**src/rtl/sx_pkg.sv**
```systemverilog
package sx_pkg;
  // Recognised mode codes; the values are decoded by the instruction path.
  localparam logic [7:0] CODE_SAT32  = 8'h20;
  localparam logic [7:0] CODE_SAT16  = 8'h10;
  localparam logic [7:0] CODE_SAT8   = 8'h08;
  localparam logic [7:0] CODE_ODD9   = 8'h09;
  localparam logic [7:0] CODE_WIDE48 = 8'h30;

  // Lane selection after decode; the symmetric lanes come first, in
  // order of halving width.
  typedef enum logic [2:0] {
    KIND_SYM0  = 3'd0,
    KIND_SYM1  = 3'd1,
    KIND_SYM2  = 3'd2,
    KIND_ODD   = 3'd3,
    KIND_WIDE  = 3'd4,
    KIND_NONE  = 3'd7
  } sx_kind_e;

  localparam int NUM_SYM = 3;
endpackage

```
**src/rtl/sx_rst_sync.sv**
```systemverilog
module sx_rst_sync #(
  parameter int STAGES = 2
) (
  input  logic clk,
  input  logic rst_n,
  output logic rst_sync_n
);
  logic [STAGES-1:0] chain_q;

  always_ff @(posedge clk or negedge rst_n) begin
    if (!rst_n) chain_q <= '0;
    else        chain_q <= {chain_q[STAGES-2:0], 1'b1};
  end

  assign rst_sync_n = chain_q[STAGES-1];
endmodule

```
**src/rtl/sx_mode_decode.sv**
```systemverilog
module sx_mode_decode
  import sx_pkg::*;
(
  input  logic       from_imm,
  input  logic [7:0] reg_code,
  input  logic [7:0] imm_code,
  output sx_kind_e   kind,
  output logic       known
);
  logic [7:0] code;

  always_comb begin
    code = from_imm ? imm_code : reg_code;
    unique case (code)
      CODE_SAT32:  kind = KIND_SYM0;
      CODE_SAT16:  kind = KIND_SYM1;
      CODE_SAT8:   kind = KIND_SYM2;
      CODE_ODD9:   kind = KIND_ODD;
      CODE_WIDE48: kind = KIND_WIDE;
      default:     kind = KIND_NONE;
    endcase
    known = (kind != KIND_NONE);
  end
endmodule

```
**src/rtl/sx_range_clamp.sv**
```systemverilog
module sx_range_clamp #(
  parameter int ACC_W  = 64,
  parameter int WORD_W = 32,
  parameter int SHIFT  = 0,
  parameter logic signed [ACC_W-1:0] MAX_V = '0,
  parameter logic signed [ACC_W-1:0] MIN_V = '0,
  parameter logic [WORD_W-1:0] MAX_OUT = '0,
  parameter logic [WORD_W-1:0] MIN_OUT = '0
) (
  input  logic signed [ACC_W-1:0] acc_i,
  output logic [WORD_W-1:0]       word_o
);
  // Limits are compared on the full signed value; the in-range path keeps
  // the window starting at SHIFT.
  always_comb begin
    if (acc_i > MAX_V)      word_o = MAX_OUT;
    else if (acc_i < MIN_V) word_o = MIN_OUT;
    else                    word_o = WORD_W'(acc_i >>> SHIFT);
  end
endmodule

```
**src/rtl/sx_extract_sat.sv**
```systemverilog
module sx_extract_sat
  import sx_pkg::*;
#(
  parameter int WORD_W     = 32,
  parameter int WIDE_W     = 48,
  parameter int WIDE_SHIFT = 16,
  parameter int ODD_MAX    = 128,
  parameter int ODD_MIN    = -127
) (
  input  logic              clk,
  input  logic              rst_n,
  input  logic              in_valid,
  input  logic              mode_from_imm,
  input  logic [7:0]        mode_reg_lo,
  input  logic [7:0]        mode_imm,
  input  logic [WORD_W-1:0] acc_hi,
  input  logic [WORD_W-1:0] acc_lo,
  input  logic              ovf_sticky,
  output logic              out_valid,
  output logic              out_we,
  output logic [WORD_W-1:0] out_data,
  output logic              flag_c,
  output logic              flag_v
);
  localparam int ACC_W = 2 * WORD_W;
  localparam logic [ACC_W-1:0] WIDE_MAX = (ACC_W'(1) << (WIDE_W - 1)) - ACC_W'(1);
  localparam logic [ACC_W-1:0] WIDE_MAX_SH = WIDE_MAX >> WIDE_SHIFT;

  logic rst_q_n;
  logic signed [ACC_W-1:0] acc;
  sx_kind_e kind;
  logic known;
  logic [WORD_W-1:0] sym_word [NUM_SYM];
  logic [WORD_W-1:0] odd_word;
  logic [WORD_W-1:0] wide_word;
  logic [WORD_W-1:0] sel_word;

  logic              valid_d, we_d, c_d, v_d;
  logic [WORD_W-1:0] data_d;
  logic              valid_q, we_q, c_q, v_q;
  logic [WORD_W-1:0] data_q;

  sx_rst_sync #(.STAGES(2)) u_rst (
    .clk(clk), .rst_n(rst_n), .rst_sync_n(rst_q_n)
  );

  assign acc = $signed({acc_hi, acc_lo});

  sx_mode_decode u_dec (
    .from_imm(mode_from_imm), .reg_code(mode_reg_lo), .imm_code(mode_imm),
    .kind(kind), .known(known)
  );

  // Symmetric lanes: widths WORD_W, WORD_W/2, WORD_W/4.
  for (genvar g = 0; g < NUM_SYM; g++) begin : g_sym
    localparam int SW = WORD_W >> g;
    localparam logic [ACC_W-1:0] MX = (ACC_W'(1) << (SW - 1)) - ACC_W'(1);
    localparam logic [WORD_W-1:0] LO_OUT = WORD_W'(1) << (SW - 1);
    sx_range_clamp #(
      .ACC_W(ACC_W), .WORD_W(WORD_W), .SHIFT(0),
      .MAX_V($signed(MX)), .MIN_V($signed(~MX)),
      .MAX_OUT(MX[WORD_W-1:0]), .MIN_OUT(LO_OUT)
    ) u_lane (
      .acc_i(acc), .word_o(sym_word[g])
    );
  end

  sx_range_clamp #(
    .ACC_W(ACC_W), .WORD_W(WORD_W), .SHIFT(0),
    .MAX_V(ACC_W'(ODD_MAX)), .MIN_V(ACC_W'(ODD_MIN)),
    .MAX_OUT(WORD_W'(ODD_MAX)), .MIN_OUT(WORD_W'(-ODD_MIN + 2))
  ) u_odd (
    .acc_i(acc), .word_o(odd_word)
  );

  sx_range_clamp #(
    .ACC_W(ACC_W), .WORD_W(WORD_W), .SHIFT(WIDE_SHIFT),
    .MAX_V($signed(WIDE_MAX)), .MIN_V($signed(~WIDE_MAX)),
    .MAX_OUT(WIDE_MAX_SH[WORD_W-1:0]), .MIN_OUT(~WIDE_MAX_SH[WORD_W-1:0])
  ) u_wide (
    .acc_i(acc), .word_o(wide_word)
  );

  always_comb begin
    unique case (kind)
      KIND_SYM0: sel_word = sym_word[0];
      KIND_SYM1: sel_word = sym_word[1];
      KIND_SYM2: sel_word = sym_word[2];
      KIND_ODD:  sel_word = odd_word;
      KIND_WIDE: sel_word = wide_word;
      default:   sel_word = '0;
    endcase
  end

  // Next-state logic: result and flags load only with an operation.
  always_comb begin
    valid_d = in_valid;
    we_d    = in_valid & known;
    data_d  = data_q;
    c_d     = c_q;
    v_d     = v_q;
    if (in_valid) begin
      data_d = sel_word;
      c_d    = 1'b0;
      v_d    = ovf_sticky;
    end
  end

  always_ff @(posedge clk or negedge rst_q_n) begin
    if (!rst_q_n) begin
      valid_q <= 1'b0;
      we_q    <= 1'b0;
      data_q  <= '0;
      c_q     <= 1'b0;
      v_q     <= 1'b0;
    end else begin
      valid_q <= valid_d;
      we_q    <= we_d;
      data_q  <= data_d;
      c_q     <= c_d;
      v_q     <= v_d;
    end
  end

  assign out_valid = valid_q;
  assign out_we    = we_q;
  assign out_data  = data_q;
  assign flag_c    = c_q;
  assign flag_v    = v_q;
endmodule

```
**config.mk**
```make
export PLATFORM = sky130hd
export DESIGN_NAME = sx_extract_sat
export DESIGN_NICKNAME = d
export VERILOG_FILES = /design/src/rtl/sx_pkg.sv /design/src/rtl/sx_rst_sync.sv /design/src/rtl/sx_mode_decode.sv /design/src/rtl/sx_range_clamp.sv /design/src/rtl/sx_extract_sat.sv
export SDC_FILE = /design/constraint.sdc
export NUM_CORES = 1
export LEC_CHECK = 0
export BUFFER_PORTS_ARGS = -buffer_cell sky130_fd_sc_hd__buf_2
export CORE_MARGIN = 4
export CORE_UTILIZATION = 40
export DETAILED_ROUTE_END_ITERATION = 8
export GPL_TIMING_DRIVEN = 0
export HOLD_SLACK_MARGIN = 0.06
export PLACE_DENSITY = 0.62
export SLEW_MARGIN = 20
export SYNTH_ARGS = -nofsm -noshare
export SYNTH_HDL_FRONTEND = slang
export SYNTH_HIERARCHICAL = 1
export SYNTH_SLANG_ARGS = --single-unit
```
**constraint.sdc**
```tcl
create_clock -name clk -period 3.1 [get_ports clk]
set_input_delay 0.155 -clock clk [delete_from_list [all_inputs] [get_ports clk]]
set_output_delay 0.155 -clock clk [all_outputs]
set_load 0.02 [all_outputs]
```
Word-level counts from Yosys, hierarchy flattened
Index checks and enable logic that the tools add are counted.
Storage, ports and cells
  input port bits: 85
  flip-flop bits (word level): 37
  logic and storage cells: 40
Operators by class
  bitwise gates (word level): 1
  reduce and logical (&&, ||, !) cells: 1
  equal/unequal tests: 10
  magnitude comparators: 10
  multiplexer cells: 13
Operators with widths (count)
  32-bit 2-to-1 mux: 10
  32-bit one-hot mux with 5 select lines: 1
  64-bit by 8-bit less-than comparator with 1-bit output, second input constant: 2
  64-bit by 16-bit greater-than comparator with 1-bit output, second input constant: 1
  64-bit by 32-bit greater-than comparator with 1-bit output, second input constant: 1
  64-bit by 48-bit greater-than comparator with 1-bit output, second input constant: 1
  64-bit by 8-bit greater-than comparator with 1-bit output, second input constant: 1
  64-bit by 9-bit greater-than comparator with 1-bit output, second input constant: 1
  64-bit by 16-bit less-than comparator with 1-bit output, second input constant: 1
  64-bit by 32-bit less-than comparator with 1-bit output, second input constant: 1
  64-bit by 48-bit less-than comparator with 1-bit output, second input constant: 1
  8-bit by 4-bit equality test with 1-bit output, second input constant: 2
  8-bit by 6-bit equality test with 1-bit output, second input constant: 2
  3-bit one-hot mux with 5 select lines: 1
  8-bit by 5-bit equality test with 1-bit output, second input constant: 1
  8-bit 2-to-1 mux: 1
  3-bit by 2-bit equality test with 1-bit output, second input constant: 2
  3-bit by 1-bit equality test with 1-bit output, second input constant: 1
  3-bit equality test, second input constant: 1
  3-bit logical NOT: 1
  3-bit inequality test, second input constant: 1
  1-bit AND: 1

Depth between registers and ports, before layout
  depth in word-level cells: 5
  depth in mapped cells: 10
  mapped depth without buffers: 8

Modules after synthesis
Netlist, hierarchy kept.
By module, submodules not included
  sx_extract_sat: sequential area each 875.8 um^2, times used 1, cells each 264, area each 2391.0 um^2
  sx_range_clamp at g_sym[1].u_lane: sequential area each 0.0 um^2, times used 1, cells each 90, area each 733.2 um^2
  sx_range_clamp at g_sym[0].u_lane: sequential area each 0.0 um^2, times used 1, cells each 96, area each 723.2 um^2
  sx_range_clamp at g_sym[2].u_lane: sequential area each 0.0 um^2, times used 1, cells each 88, area each 663.1 um^2
  sx_range_clamp at u_odd: sequential area each 0.0 um^2, times used 1, cells each 82, area each 469.2 um^2
  sx_range_clamp at u_wide: sequential area each 0.0 um^2, times used 1, cells each 48, area each 375.4 um^2
  sx_mode_decode: sequential area each 0.0 um^2, times used 1, cells each 23, area each 198.9 um^2
  sx_rst_sync: sequential area each 50.0 um^2, times used 1, cells each 3, area each 53.8 um^2

Worst setup path after synthesis
OpenSTA, ideal clock, no wires.
  path kind: in2reg
  start: in mode_from_imm
  end: reg data_q[17], in the netlist out_data[17]
  slack: 1.087 ns
  arrival: 1.892 ns
  path buffers: 3
  cell stages on the path: 9
  cells stage by stage: buf_6 > or4_4 > a22oi_2 > nand3_1 > buf_2 > nand2b_1 > buf_1 > o211ai_1 > o22a_1
On the way
  longest elaborated chain between the ends: 5
  elaborated cells on any way between the ends: 13
  those cells by class: 9 x eq/ne; 3 x mux; 1 x reduce/logical
Ends and longest elaborated chain
  start: declaration: RTL line sx_extract_sat.sv:13  | input logic mode_from_imm,
  8-bit 2-to-1 mux *: RTL line sx_mode_decode.sv:13  | code = from_imm ? imm_code : reg_code;
  8-bit by 6-bit equality test with 1-bit output, or another cell as far along: RTL line sx_mode_decode.sv:14  | unique case (code)
  3-bit one-hot mux with 5 select lines *: RTL line sx_mode_decode.sv:14
  named net kind[1]: RTL line sx_extract_sat.sv:31  | sx_kind_e kind;
  3-bit equality test, or another cell as far along: RTL line sx_extract_sat.sv:85  | unique case (kind)
  32-bit one-hot mux with 5 select lines *: RTL line sx_extract_sat.sv:85
  end signal: assignment: RTL line sx_extract_sat.sv:119  | data_q <= data_d;
  end: declaration: RTL line sx_extract_sat.sv:41  | logic [WORD_W-1:0] data_q;
Mark *: on every way through the listed nets, which the timed path passes. The rest lies on a longest branch.
A chain may end at the register's enable or synchronous reset.

Worst setup path in the final report
  start: in acc_hi[15]
  end: reg data_q[23], in the netlist out_data[23]
On the way
  longest elaborated chain between the ends: 4
  elaborated cells on any way between the ends: 21
  those cells by class: 10 x order compare; 11 x mux
Ends and longest elaborated chain
  start: declaration: RTL line sx_extract_sat.sv:16  | input logic [WORD_W-1:0] acc_hi,
  64-bit by 8-bit less-than comparator with 1-bit output: RTL line sx_range_clamp.sv:17  | else if (acc_i < MIN_V) word_o = MIN_OUT;
  32-bit 2-to-1 mux: RTL line sx_range_clamp.sv:17
  32-bit 2-to-1 mux *: RTL line sx_range_clamp.sv:16  | if (acc_i > MAX_V) word_o = MAX_OUT;
  named net odd_word[23]: RTL line sx_extract_sat.sv:34  | logic [WORD_W-1:0] odd_word;
  32-bit one-hot mux with 5 select lines *: RTL line sx_extract_sat.sv:85
Marks and branches as above.

==> impl_metrics.csv <==
group,metric,value,unit
flow_run,drv_cap,0,
finish,n_antenna_cell,0,
critical_path,crit_required,3340,ps
clock_network,cts_tree,"done",
sta,relSlewSlack,0.339,
clock_network,cts.clk_slew.worst_paths,60,ps
synth,synthFlopType,"dfrtp_1",
global_routing,grt_pass1_wl,35500,um
critical_path,slowest_stage,"nand4_1",
critical_path,path_cells,"buf_2, nand4_1, nor4_1, nand4_1, clkbuf_1, nor2_1, nand3_1, o21a_1, o221ai_1, o21a_1",
synth,netlist_area,5610,um2
floorplan,fp.dieW,126,um
critical_path,timing.rr.start,"flag_v",
clock_network,clock-sinks,37,
route,final_antenna_net_count,0,
floorplan,fp.coreArea,13800,um2
synth,ys_types,57,
sta,grt_setup_unrepaired,"false",
synth,synthTopCellsByCount,"59 x nand4_1, 59 x nor2_1, 58 x nor4_1",
synth,yosysWarnings,6,
floorplan,rows,43,
min_path,hold_class,"in -> reg",
route,drc,0,
synth,synth_top_area_frac,0.165,
synth,synth-edff-count,0,
route,first_pass_iters,6,
min_path,min_from,"ovf_sticky",
critical_path,cpPeakStageDelay,580,ps
floorplan,die_area,16000,um2
critical_path,cp.arrival,2730,ps
route,drt-vias-per-instance,6.66,
global_routing,overflow,0,
clock_network,h-tree-depth,2,
sta,slew_viol_final,0,
critical_path,crit_path_max_fanout,10,
finish,area_delta_synth_final,18.5,%
sta,hold_viol_final,0,
global_routing,antenna_found_initial,0,
critical_path,critPathCaptureType,"register",
critical_path,r2r_cells,1,
global_routing,grt_pass1_vias,6296,
finish,nFillCells,1402,
synth,synth_seq_area_share,0.165,
min_path,min_to,"flag_v",
placement,dp.final_hpwl,17400,um
sta,setup_viol,0,
synth,syn_avg_cell_area,8.08,um2
route,wl_per_cell,22.9,um
sta,setup_ws,608,ps
critical_path,worst-r2r-setup-slack,2360,ps
placement,dpl_worst_slack,403,ps
synth,synthesis.nets,779,
clock_network,cts_max_path_buffers,2,
route,drt_iter0_markers,824,
synth,synth_area_leaders,"dfrtp_1 17%, nand4_1 6.6%, nor4_1 6.5%",
global_routing,track_usage,0.277,
sta,fin_skew,8.84,ps
global_routing,grt_max_degree,22,
power_and_ir_drop,peakVddDrop,0.000171,V
finish,design_area,6650,um2
power_and_ir_drop,p_leak,2.86,nW
route,vias,6686,
clock_network,cts-root-buf,"clkbuf_16",
critical_path,worstSetupPathType,"in -> reg",
floorplan,ioPinCount,121,
run_status,status,"complete, no violations",
synth,synthArstFlopShare,1.00,
critical_path,startpoint_type,"primary input",
sta,tns,0,ps
sta,finalCritPeriodShare,0.804,
placement,gp_congestion,0.970,
placement,placed_area,6460,um2
finish,layout.nets,908,
synth,ys_seq_elements,37,
floorplan,fp.dieH,126,um
sta,fmax,401,MHz
sta,period_minus_slack,2490,ps
placement,portBuffers,119,
power_and_ir_drop,cellPowerDensity,256,nW/um2
route,wl,23000,um
sta,worst_slew_pin_slew,983,ps
synth,yosysTopAreaCell,"dfrtp_1",
floorplan,start_util,0.406,
clock_network,clkLatencyLatePin,300,ps
critical_path,worstReg2RegEnd,"flag_v",
min_path,worstHoldPathCells,2,
synth,synthCells,694,
clock_network,cts_made_buffers,5,
finish,layout-drive-gt1-share,0.251,
-- what timing repair did --
action | CTS | global route
hold endpoints to repair | 3 | 0
hold buffers | 2 | 0
gates resized for setup | 0 | 0
buffers inserted | 0 | 0
-- cell families after synthesis --
family                    count (synthesis)  synth area share
muxes                                    36            0.0647
AOI/OAI and AO/OA                       195             0.298
DFF                                      37             0.165
xor gates and xnor gates                  1           0.00156
other                                     2           0.00134
buffers and inverters                    82            0.0779
and+or+nand+nor                         341             0.392
-- placed cells by master (no fill, tap or decap), drive strengths merged, types with 3 or more instances in the layout --
master / instances
or4: 5
nor2: 59
inv: 11
dfrtp: 37
and4: 40
o22a: 32
nor4: 74
nand2: 36
buf: 159
nand3: 5
nand4: 62
o21a: 3
o2bb2ai: 16
a22oi: 34
clkbuf: 38
o211ai: 31
or3: 3
o211a: 31
nand2b: 33
mux2i: 34
o21bai: 7
nor3: 6
a21o: 31
and2: 8
-- power breakdown --
group          switching [W]  internal, W
Sequential         0.0000200     0.000515
Combinational       0.000354     0.000194
Clock               0.000236     0.000382
-- state kept, by name, indices dropped and copies added (netlist names) --
signal,cells
u_rst/chain_q,2
out_valid,1
out_we,1
flag_v,1
out_data,32
-- critical path: cells and delay by family --
family                 cells  cell delay [ps]
buffers and inverters      2              620
AO/OA/AOI/OAI              3              500
AND/OR/NAND/NOR            5             1450
-- worst max-delay path by stage --
| stage | endpoint | slack, ps | startpoint |
|---|---|---|---|
| global route | out_data[2] | 470 | acc_hi[15] |
| global placement | out_data[23] | 450 | acc_hi[18] |
| detailed placement | out_data[23] | 400 | acc_hi[15] |
| CTS | out_data[23] | 700 | acc_hi[15] |
| finish | out_data[23] | 610 | acc_hi[15] |
| floorplan | out_data[17] | 1090 | mode_from_imm |
-- layout make-up --
type,count,area (um2),area share
Buffer,72,399,0.0601
Clock buffer,5,125,0.0188
Clock inverter,3,43.8,0.00659
Inverter,10,37.5,0.00565
Multi-Input combinational cell,575,4250,0.639
Sequential cell,37,927,0.139
Tap cell,180,225,0.0339
Timing Repair Buffer,122,643,0.0968
-- through the flow --
step | std cells | utilization | power [W] | hold slack [ps]
6_report | 1004 | 0.481 | 0.00170 | 89.9
4_1_cts | 1004 | 0.481 | 0.00171 | 81.0
3_3_place_gp | 993 | 0.465 | 0.00107 | -59.6
2_1_floorplan | 694 | - | 0.000806 | -141
3_5_place_dp | 994 | 0.467 | 0.00108 | -58.8
5_1_grt | 1004 | 0.481 | 0.00177 | 90.4
-- layer usage --
layer  vias up  track usage  routed length (um)
met5         -            0                   0
met2       391        0.440               10600
li1       3058            -                   -
met4         0        0.101                 769
met3        59       0.0585                2020
met1      3178        0.371                9560
Power figures use the tool's default switching activity.
